--- config.mk ---
export PLATFORM = sky130hd
export DESIGN_NAME = pwrseq_cfg_bank
export DESIGN_NICKNAME = d
export VERILOG_FILES = /design/src/rtl/pwrseq_cfg_pkg.sv /design/src/rtl/pwrseq_key_guard.sv /design/src/rtl/pwrseq_script_mem.sv /design/src/rtl/pwrseq_cfg_regs.sv /design/src/rtl/pwrseq_cfg_bank.sv
export SDC_FILE = /design/constraint.sdc
export NUM_CORES = 2
export LEC_CHECK = 0
export BUFFER_PORTS_ARGS = -buffer_cell sky130_fd_sc_hd__buf_2
export CAP_MARGIN = 5
export CORE_MARGIN = 5
export CORE_UTILIZATION = 32
export DETAILED_ROUTE_END_ITERATION = 8
export PLACE_DENSITY = 0.45
export SLEW_MARGIN = 20
export SYNTH_ARGS = -nofsm -noshare
export SYNTH_HDL_FRONTEND = slang
export SYNTH_SLANG_ARGS = --single-unit
--- constraint.sdc ---
create_clock -name clk -period 4.5 [get_ports clk]
set_clock_uncertainty 0.2 [all_clocks]
set_input_delay 0.225 -clock clk [delete_from_list [all_inputs] [get_ports clk]]
set_output_delay 0.225 -clock clk [all_outputs]
set_load 0.03 [all_outputs]
--- src/rtl/pwrseq_cfg_pkg.sv ---
package pwrseq_cfg_pkg;
  localparam logic [7:0] KEY_FIRST  = 8'hC0;
  localparam logic [7:0] KEY_SECOND = 8'h0C;
  localparam logic [7:0] KEY_RELOCK = 8'h00;

  localparam logic [7:0] A_KEY     = 8'h00;
  localparam logic [7:0] A_STATUS  = 8'h01;
  localparam logic [7:0] A_MEMPTR  = 8'h02;
  localparam logic [7:0] A_MEMDATA = 8'h03;
  localparam logic [7:0] A_SLOT0   = 8'h04;

  localparam logic [7:0] SLOT_RST  = 8'h3F;
  localparam logic [7:0] TRANS_RST = 8'h02;

  typedef enum logic [1:0] {
    K_LOCKED = 2'd0,
    K_HALF   = 2'd1,
    K_OPEN   = 2'd2
  } key_state_t;
endpackage

--- src/rtl/pwrseq_key_guard.sv ---
module pwrseq_key_guard
  import pwrseq_cfg_pkg::*;
(
  input  logic       clk,
  input  logic       rst_n,
  input  logic       key_we,
  input  logic [7:0] key_val,
  output logic       unlocked_o
);
  key_state_t st, st_nx;

  always_comb begin
    st_nx = st;
    if (key_we) begin
      if (key_val == KEY_FIRST)                      st_nx = K_HALF;
      else if (st == K_HALF && key_val == KEY_SECOND) st_nx = K_OPEN;
      else                                            st_nx = K_LOCKED;
    end
  end

  always_ff @(posedge clk or negedge rst_n) begin
    if (!rst_n) st <= K_LOCKED;
    else        st <= st_nx;
  end

  assign unlocked_o = (st == K_OPEN);


  open_after_half_chk: assert property (@(posedge clk) disable iff (!rst_n)
    $rose(unlocked_o) |-> $past(st == K_HALF));

  bad_key_chk: assert property (@(posedge clk) disable iff (!rst_n)
    (key_we && key_val != KEY_SECOND) |=> !unlocked_o);

  relock_chk: assert property (@(posedge clk) disable iff (!rst_n)
    (key_we && key_val == KEY_RELOCK) |=> !unlocked_o);
endmodule

--- src/rtl/pwrseq_script_mem.sv ---
module pwrseq_script_mem #(
  parameter int AW = 8,
  parameter int DW = 8
) (
  input  logic          clk,
  input  logic          rst_n,
  input  logic          we,
  input  logic [AW-1:0] waddr,
  input  logic [DW-1:0] wdata,
  input  logic [AW-1:0] host_raddr,
  output logic [DW-1:0] host_rdata,
  input  logic [AW-1:0] seq_raddr,
  output logic [DW-1:0] seq_rdata
);
  localparam int DEPTH = 1 << AW;

  logic [DW-1:0] mem [DEPTH];

  always_ff @(posedge clk) begin
    if (we) mem[waddr] <= wdata;
  end

  assign host_rdata = mem[host_raddr];
  assign seq_rdata  = mem[seq_raddr];


  mem_store_chk: assert property (@(posedge clk) disable iff (!rst_n)
    we |=> (mem[$past(waddr)] == $past(wdata)));
endmodule

--- src/rtl/pwrseq_cfg_regs.sv ---
module pwrseq_cfg_regs
  import pwrseq_cfg_pkg::*;
#(
  parameter int N_SLOT = 4,
  parameter int N_GRP  = 3,
  parameter int AW     = 8
) (
  input  logic                 clk,
  input  logic                 rst_n,
  input  logic                 we,
  input  logic [7:0]           addr,
  input  logic [7:0]           wdata,
  output logic [AW-1:0]        mem_ptr_o,
  output logic [N_SLOT*8-1:0]  slot_o,
  output logic [N_GRP*8-1:0]   grp_o,
  output logic [7:0]           trans_o
);
  localparam int GRP_BASE = 4 + N_SLOT;
  localparam int TRANS_A  = GRP_BASE + N_GRP;

  // memory pointer
  logic [AW-1:0] ptr_q, ptr_nx;
  always_comb begin
    ptr_nx = ptr_q;
    if (we && addr == A_MEMPTR) ptr_nx = wdata[AW-1:0];
  end
  always_ff @(posedge clk or negedge rst_n) begin
    if (!rst_n) ptr_q <= '0;
    else        ptr_q <= ptr_nx;
  end
  assign mem_ptr_o = ptr_q;

  // start slots
  for (genvar i = 0; i < N_SLOT; i++) begin : g_slot
    logic [7:0] q, nx;
    always_comb begin
      nx = q;
      if (we && addr == 8'(4 + i)) nx = wdata;
    end
    always_ff @(posedge clk or negedge rst_n) begin
      if (!rst_n) q <= SLOT_RST;
      else        q <= nx;
    end
    assign slot_o[i*8 +: 8] = q;
  end

  // group event registers
  for (genvar g = 0; g < N_GRP; g++) begin : g_grp
    logic [7:0] q, nx;
    always_comb begin
      nx = q;
      if (we && addr == 8'(GRP_BASE + g)) nx = wdata;
    end
    always_ff @(posedge clk or negedge rst_n) begin
      if (!rst_n) q <= '0;
      else        q <= nx;
    end
    assign grp_o[g*8 +: 8] = q;
  end

  // transition configuration
  logic [7:0] trans_q, trans_nx;
  always_comb begin
    trans_nx = trans_q;
    if (we && addr == 8'(TRANS_A)) trans_nx = wdata;
  end
  always_ff @(posedge clk or negedge rst_n) begin
    if (!rst_n) trans_q <= TRANS_RST;
    else        trans_q <= trans_nx;
  end
  assign trans_o = trans_q;


  grp0_hold_chk: assert property (@(posedge clk) disable iff (!rst_n)
    !(we && addr == 8'(GRP_BASE)) |=> $stable(grp_o[7:0]));
endmodule

--- src/rtl/pwrseq_cfg_bank.sv ---
module pwrseq_cfg_bank
  import pwrseq_cfg_pkg::*;
#(
  parameter int N_SLOT = 4,
  parameter int N_GRP  = 3,
  parameter int MEM_AW = 8
) (
  input  logic                 clk,
  input  logic                 rst_n,
  input  logic                 wr_en,
  input  logic [7:0]           addr,
  input  logic [7:0]           wdata,
  output logic [7:0]           rdata,
  input  logic [MEM_AW-1:0]    seq_raddr,
  output logic [7:0]           seq_rdata,
  output logic [N_SLOT*8-1:0]  slot_o,
  output logic [N_GRP*8-1:0]   grp_evt_o,
  output logic [7:0]           trans_cfg_o,
  output logic                 unlocked_o,
  output logic                 err_o
);
  localparam int GRP_BASE = 4 + N_SLOT;
  localparam int TRANS_A  = GRP_BASE + N_GRP;

  // reset: asserted asynchronously, released on a clock edge
  logic [1:0] rst_sync;
  always_ff @(posedge clk or negedge rst_n) begin
    if (!rst_n) rst_sync <= 2'b00;
    else        rst_sync <= {rst_sync[0], 1'b1};
  end
  logic rst_s_n;
  assign rst_s_n = rst_sync[1];

  // decode
  logic key_we, stat_we, prot_hit, prot_we;
  assign key_we   = wr_en && (addr == A_KEY);
  assign stat_we  = wr_en && (addr == A_STATUS);
  assign prot_hit = (addr >= A_MEMPTR) && (addr <= 8'(TRANS_A));
  assign prot_we  = wr_en && prot_hit && unlocked_o;

  pwrseq_key_guard u_key (
    .clk        (clk),
    .rst_n      (rst_s_n),
    .key_we     (key_we),
    .key_val    (wdata),
    .unlocked_o (unlocked_o)
  );

  logic [MEM_AW-1:0] mem_ptr;
  pwrseq_cfg_regs #(.N_SLOT(N_SLOT), .N_GRP(N_GRP), .AW(MEM_AW)) u_regs (
    .clk       (clk),
    .rst_n     (rst_s_n),
    .we        (prot_we),
    .addr      (addr),
    .wdata     (wdata),
    .mem_ptr_o (mem_ptr),
    .slot_o    (slot_o),
    .grp_o     (grp_evt_o),
    .trans_o   (trans_cfg_o)
  );

  logic [7:0] host_mem_rd;
  pwrseq_script_mem #(.AW(MEM_AW), .DW(8)) u_mem (
    .clk        (clk),
    .rst_n      (rst_s_n),
    .we         (prot_we && addr == A_MEMDATA),
    .waddr      (mem_ptr),
    .wdata      (wdata),
    .host_raddr (mem_ptr),
    .host_rdata (host_mem_rd),
    .seq_raddr  (seq_raddr),
    .seq_rdata  (seq_rdata)
  );

  // sticky error flag
  logic err_q, err_nx;
  always_comb begin
    err_nx = err_q;
    if (wr_en && prot_hit && !unlocked_o) err_nx = 1'b1;
    else if (stat_we && wdata[0])         err_nx = 1'b0;
  end
  always_ff @(posedge clk or negedge rst_s_n) begin
    if (!rst_s_n) err_q <= 1'b0;
    else          err_q <= err_nx;
  end
  assign err_o = err_q;

  // host read mux
  always_comb begin
    rdata = '0;
    if (addr == A_KEY)          rdata = {7'd0, unlocked_o};
    else if (addr == A_STATUS)  rdata = {7'd0, err_q};
    else if (addr == A_MEMPTR)  rdata = 8'(mem_ptr);
    else if (addr == A_MEMDATA) rdata = host_mem_rd;
    else if (addr >= A_SLOT0 && addr < 8'(GRP_BASE))
      rdata = slot_o[(int'(addr) - 4)*8 +: 8];
    else if (addr >= 8'(GRP_BASE) && addr < 8'(TRANS_A))
      rdata = grp_evt_o[(int'(addr) - GRP_BASE)*8 +: 8];
    else if (addr == 8'(TRANS_A)) rdata = trans_cfg_o;
  end


  locked_err_chk: assert property (@(posedge clk) disable iff (!rst_s_n)
    (wr_en && prot_hit && !unlocked_o) |=> err_o);

  locked_hold_chk: assert property (@(posedge clk) disable iff (!rst_s_n)
    (wr_en && prot_hit && !unlocked_o) |=>
      ($stable(slot_o) && $stable(grp_evt_o) && $stable(trans_cfg_o)));

  err_clear_chk: assert property (@(posedge clk) disable iff (!rst_s_n)
    (stat_we && wdata[0]) |=> !err_o);
endmodule

# Yosys cells after proc, flatten, opt, wreduce, memory -nomap -nowiden
# Memories as Yosys holds them, arrays and structs flattened.
# Index checks and enable logic that the tools add are counted.
[op_classes]
add_sub_neg = 2
order_cmp = 6
n_eq_ne = 15
shifts = 2
muxes = 13
n_reduce_logical = 23
[op_table]
columns = ["op", "count"]
rows = [
  ["$mux W8", 7],
  ["$eq A8 B4 Y1 const B", 5],
  ["$eq A8 B3 Y1 const B", 4],
  ["$shiftx A32 B12 Y8", 1],
  ["$shiftx A24 B12 Y8", 1],
  ["$logic_and A1 B1 Y1", 20],
  ["$eq A8 B2 Y1 const B", 2],
  ["$lt A8 B4 Y1 const B", 2],
  ["$sub A8 B3 Y9 const B", 1],
  ["$sub A8 B4 Y9 const B", 1],
  ["$eq A8 B1 Y1 const B", 1],
  ["$eq A8 B8 Y1 const B", 1],
  ["$ge A8 B2 Y1 const B", 1],
  ["$ge A8 B3 Y1 const B", 1],
  ["$ge A8 B4 Y1 const B", 1],
  ["$le A8 B4 Y1 const B", 1],
  ["$logic_not A8 Y1", 1],
  ["$mux W1", 4],
  ["$mux W2", 2],
  ["$eq A2 B1 Y1 const B", 1],
  ["$eq A2 B2 Y1 const B", 1],
  ["$reduce_bool A2 Y1", 1],
  ["$logic_not A1 Y1", 1],
]
[totals]
ff_bits = 77
ram_bits = 2048
in_bits = 27
output_inout_bits = 82
word_cells = 74
memories = 1
[mem_list]
columns = ["memory", "depth", "width", "rd", "rd_clocked_by_memory_dff", "write_ports", "line_no", "source"]
rows = [
  ["u_mem.mem", 256, 8, 2, 0, 1, "pwrseq_script_mem.sv:17", "logic [DW-1:0] mem [DEPTH];"],
]

# Depth between registers and ports, before layout
[depth]
ltp_word = 8
ltp_mapped = 13
ltp_nobuf = 9

# By module
# A second synthesis with hierarchy kept.
[hier_totals]
cells_unflattened = 5134
area_unflattened_um2 = 100821.7
[by_module_without_submodules]
columns = ["mod", "instances", "cells_per_inst", "area_per_inst_um2", "seq_area_each_um2"]
rows = [
  ["pwrseq_script_mem", 1, 4831, 96652.7, 61499.0],
  ["pwrseq_cfg_regs", 1, 165, 2951.6, 1833.0],
  ["pwrseq_cfg_bank", 1, 125, 1086.0, 75.1],
  ["pwrseq_key_guard", 1, 13, 131.4, 50.0],
]

# Worst setup path before layout
# OpenSTA, ideal clock, no wires.
[synth_path]
kind = "input to output"
from = "input seq_raddr[0]"
to = "output seq_rdata[5]"
arrival_time_ns = 3.044
required_time_ns = 4.075
setup_slack_ns = 1.031
stages = 8
n_path_buf = 3
cell_sequence = "clkbuf_1 > clkbuf_1 > buf_1 > mux4_2 > mux4_2 > a22oi_1 > a21oi_1 > or4_1"
[synth_between]
elab_chain_len = 1
[synth_lines]
columns = ["item", "line_no", "source"]
rows = [
  ["start: declaration", "pwrseq_cfg_bank.sv:14", "input logic [MEM_AW-1:0] seq_raddr,"],
  ["$mem_v2 Z256 W8", "-", ""],
  ["end: declaration", "pwrseq_cfg_bank.sv:15", "output logic [7:0] seq_rdata,"],
]
# Every way passes these cells.

# Worst setup path in the final report
[layout_path]
from = "register u_regs.ptr_q[0] (netlist: u_regs.mem_ptr_o[0])"
to = "output rdata[1]"
[layout_between]
elab_chain_len = 5
[layout_lines]
columns = ["item", "line_no", "source"]
rows = [
  ["start: declaration", "pwrseq_cfg_regs.sv:22", "logic [AW-1:0] ptr_q, ptr_nx;"],
  ["start signal: assignment", "pwrseq_cfg_regs.sv:29", "else ptr_q <= ptr_nx;"],
  ["$mem_v2 Z256 W8", "-", ""],
  ["$mux W8", "pwrseq_cfg_bank.sv:94", "else if (addr == A_MEMDATA) rdata = host_mem_rd;"],
  ["$mux W8", "pwrseq_cfg_bank.sv:93", "else if (addr == A_MEMPTR) rdata = 8'(mem_ptr);"],
  ["$mux W8", "pwrseq_cfg_bank.sv:92", "else if (addr == A_STATUS) rdata = {7'd0, err_q};"],
  ["$mux W8", "pwrseq_cfg_bank.sv:91", "if (addr == A_KEY) rdata = {7'd0, unlocked_o};"],
  ["end: declaration", "pwrseq_cfg_bank.sv:13", "output logic [7:0] rdata,"],
]
# Every way passes these cells.

==> metrics list <==
- Status: finished, violations left
* Violations in the final reports: setup timing
- Counting instances, the worst hold path has a depth of 4.
* Slew of the pin with the lowest slew margin: 1.26 ns
- For this run, the share of the core covered by cells in the final layout is 38.7%.
- After synthesis, the largest area contributor takes up 62.1% of total cell area.
* Number of cells on the worst reg-to-reg path: 7
- Syn. warnings: 0
- Number of setup violations in the final report: 10
- Effective utilization at floorplan: 32.1%
* Per-cell routed wire length: 40.1 um
* Sequential cell area fraction in the yosys report: 64.1%
* Remaining routing DRC violations: 0
- Total power draw: 43.3 mW
- In this run, the number of DRC markers left after iteration 0 of detailed routing was 7800.
* Largest net degree at the start of global routing: 153
- Register-to-register path setup slack: 0.90 ns
- Crit path required time: 4.07 ns
* Fin crit share: 112%
* Overall Global Routing Usage: 24.4%
- Worst skew pair latency: 0.96 ns
- Register clock-pin slew on the reported worst setup and hold paths: 0.07 ns
* Routability congestion estimate: 0.969
- Vias after detailed routing: 59100
- The worst hold path terminates at u_regs.g_grp[0].q[6].
- Fraction of registers with async set/reset: 3.62%
- Number of failing hold endpoints at the final stage: 0
- Post-synthesis cell area: 99000 um^2
* Adder-Cell Fraction of Synth Area: 0.0632%
- Based on the critical path, the design can be clocked at up to 0.199 GHz.
- Type of element launching the critical path: register
* Final number of max-transition violations: 0
- The tool flagged a number of max-cap violations equal to 0.
* Cells after synthesis: 4935
* Share of layout cells above drive strength 1: 44.1%
- Number of sinks handled by clock tree synthesis: 2125
- In the final design database the tool counted 5693 nets.
- Total congestion overflow after global routing: 0
- Port Buffer Count: 108
* Die Span Y: 566 um
* Post-synthesis cell type count: 71
- PnR worst setup slack: -0.532 ns
- Ys flop type: sky130_fd_sc_hd__edfxtp_1
- For this run, the slowest stage of the critical path takes 0.48 ns.
- Startpoint of the lowest-slack hold path: addr[2]
* Combinational family with the most area after synthesis: multiplexers
* Compound-gate portion of the synthesized area: 2.95%
- Largest fanout on the critical path: 9
* Total leakage power: 37.5 nW
* Leading post-synthesis cells by cell area: sky130_fd_sc_hd__edfxtp_1 62%, sky130_fd_sc_hd__mux4_2 26%, sky130_fd_sc_hd__mux2i_1 1.3%
- Number of enable flip-flop cells after synthesis: 2048
- Post-route antenna net violation count: 0
- The initial antenna violation count is 29.
- Simple-Gate Fraction of Synth Area: 2.78%
- Flip-flop and latch count after synthesis: 2125
- Wires add up to 400000 um.
* I/O pin count: 109
- Die footprint: 320000 um^2
- Most frequent cell after synthesis: sky130_fd_sc_hd__edfxtp_1
- Power spread over the standard cell area amounts to 363 nW/um^2.
* Fraction of synthesized area in multiplexers: 28.2%
- Area overhead of the layout relative to synthesis: 20.5%
- Kind of capture point of the worst setup path: primary output
- In this run the standard cell core region covers 308000 um^2.
- Filler instances: 28100
* Critical Path AT: 4.61 ns
- Cell breakdown of the critical path: buf_12 > buf_16 > buf_12 > buf_4 > buf_16 > buf_6 > buf_4 > mux4_2 > nand2_1 > a21oi_1 > a21oi_2 > nand4_1 > a41o_4 > a22o_4 > buf_6
- Average footprint of a synthesized cell: 20.1 um^2
- Via count of the first global-routing pass: 59300
- The first detailed-routing pass took 6 iterations.
* Max rail drop VDD: 0.000315 V
- Synthesis produced a netlist with a net count of 4967.
- Horizontal extent of the die: 566 um
* Capture instance of the worst register-to-register path: u_mem.mem[128][5]
- Unrepaired setup endpoints after global routing: true
- The clock passes through at most 4 buffers.
- The critical path is of the register to primary output type.
* Share of the synthesized netlist area taken by xor and xnor gates: 0%
- After detailed routing, the number of vias per cell comes to 5.92.
- The worst register-to-register path begins at u_regs.mem_ptr_o[3].
* Leading cell types by count after synthesis: 2048 x sky130_fd_sc_hd__edfxtp_1, 1137 x sky130_fd_sc_hd__mux4_2, 291 x sky130_fd_sc_hd__nor2_1, 218 x sky130_fd_sc_hd__clkbuf_1, 168 x sky130_fd_sc_hd__a22oi_1
* Clock tree from TritonCTS: yes
- Number of buffers added by the clock tree synthesis step: 242
- For this design, the slowest cell found on the critical path is sky130_fd_sc_hd__mux4_2.
* Max-slew headroom: 16.3%
- The H-tree was split into 4 levels.
- Number of rows created at floorplan: 204
* Yosys top cell by area: sky130_fd_sc_hd__edfxtp_1
* Final worst path period need: 5.03 ns
- Detailed placement finished with a half-perimeter wire length of 281000 um.
- Cell at the root of the clock tree: sky130_fd_sc_hd__clkbuf_16
- First-pass GRT wire length: 539000 um
- Worst hold-check path type: input pin to register
- Setup TNS after final layout: -3.42 ns
placed cells by master, fill, tap and decap left out, types with 15 or more instances in the layout:
cell type,synthesis,routed
sky130_fd_sc_hd__mux2_2,72,72
sky130_fd_sc_hd__buf_16,0,19
sky130_fd_sc_hd__clkbuf_1,218,57
sky130_fd_sc_hd__edfxtp_1,2048,2048
sky130_fd_sc_hd__buf_12,1,89
sky130_fd_sc_hd__buf_4,21,630
sky130_fd_sc_hd__nand2_1,143,126
sky130_fd_sc_hd__nand3_1,42,37
sky130_fd_sc_hd__mux4_2,1137,1137
sky130_fd_sc_hd__dlygate4sd3_1,0,24
sky130_fd_sc_hd__buf_8,0,18
sky130_fd_sc_hd__nor2b_1,22,15
sky130_fd_sc_hd__a22oi_1,168,147
sky130_fd_sc_hd__nor2_1,291,286
sky130_fd_sc_hd__dfstp_2,25,25
sky130_fd_sc_hd__clkinv_1,1,56
sky130_fd_sc_hd__dfrtp_1,52,44
sky130_fd_sc_hd__clkbuf_16,0,246
sky130_fd_sc_hd__nand2_2,0,17
sky130_fd_sc_hd__buf_6,2,24
sky130_fd_sc_hd__mux2i_1,132,125
sky130_fd_sc_hd__clkinv_2,0,42
sky130_fd_sc_hd__a21oi_1,92,78
sky130_fd_sc_hd__nand4_1,29,29
sky130_fd_sc_hd__bufinv_16,0,17
sky130_fd_sc_hd__a22oi_2,0,21
sky130_fd_sc_hd__buf_2,126,88
logic make-up after synthesis:
family | Yosys count
muxes | 1346
other | 1
buffers and inverters | 432
AOI/OAI and AO/OA | 415
DFF | 2125
and+or+nand+nor | 611
adders and majority gates | 5
how the worst max path moves through the flow:
| stage | start | end | slack [ns] | cells past startpoint |
|---|---|---|---|---|
| after global placement | u_regs.mem_ptr_o[0] | rdata[7] | -0.69 | 11 |
| after global routing | u_regs.mem_ptr_o[0] | rdata[4] | -0.55 | 12 |
| after floorplan | seq_raddr[0] | seq_rdata[5] | 1.03 | 8 |
| after detailed placement | u_regs.mem_ptr_o[0] | rdata[7] | -0.37 | 11 |
| final | u_regs.mem_ptr_o[0] | rdata[1] | -0.53 | 15 |
| after CTS | u_regs.mem_ptr_o[0] | rdata[4] | -0.55 | 12 |
per-stage QoR:
stage	setup slack, ns	hold slack, ns	cells	cell area [um^2]
after floorplan	1.03	-0.271	4935	99000
after global placement	-0.695	-0.190	9430	109000
after detailed placement	-0.365	-0.187	9430	109000
after CTS	-0.548	0.0464	9947	119000
after global routing	-0.551	0.115	9986	119000
final	-0.532	0.128	9994	119000
metal layers:
| layer | vias to the layer above | global-route usage [%] | routed length (um) |
|---|---|---|---|
| met1 | 32600 | 33.3 | 162000 |
| met4 | 14 | 10.7 | 21800 |
| met2 | 2995 | 37.5 | 182000 |
| met5 | - | 0 | 92 |
| li1 | 22900 | - | - |
| met3 | 653 | 5.46 | 34800 |
worst max-delay path: cells and delay by family, from the launching register on:
family / cells / cell delay, ns
buf+inv: 8 / 1.27
mux: 1 / 0.48
simple gates: 2 / 0.46
flops: 1 / 0.45
compound gates: 4 / 0.97
state kept, by name, summed over array words and instances, names as in the netlist:
register and flops:
u_mem.mem 2048, u_regs.trans_o 8, u_regs.mem_ptr_o 8, u_key.st 2, u_regs.g_grp.q 24, rst_sync 2
err_o 1, u_regs.g_slot.q 32
power breakdown:
part	switching, mW	internal (mW)	leakage [nW]
sequential	0.0117	21.7	19.4
combinational	1.34	0.796	14.4
clock	8.39	11.1	3.74
layout make-up:
| type | instances | area [um^2] | area share [%] |
|---|---|---|---|
| inverter | 13 | 55.1 | 0.0461 |
| timing repair buffer | 901 | 8540 | 7.16 |
| antenna | 9 | 22.5 | 0.0189 |
| clock inverter | 139 | 1240 | 1.04 |
| clock buffer | 309 | 6440 | 5.40 |
| sequential | 2125 | 63500 | 53.2 |
| multi-input combinational | 2378 | 34400 | 28.8 |
| tap | 4120 | 5150 | 4.32 |
timing repair:
action / 4_1_cts / 5_1_grt
buffers inserted: 32 / 40
cloned: 13 / 1
setup endpoints to repair: 11 / 9
hold buffers: 24 / 0
pin swaps: 30 / 20
resized for setup: 143 / 63
hold endpoints to repair: 1219 / 0
Power figures use the tool's default switching activity.
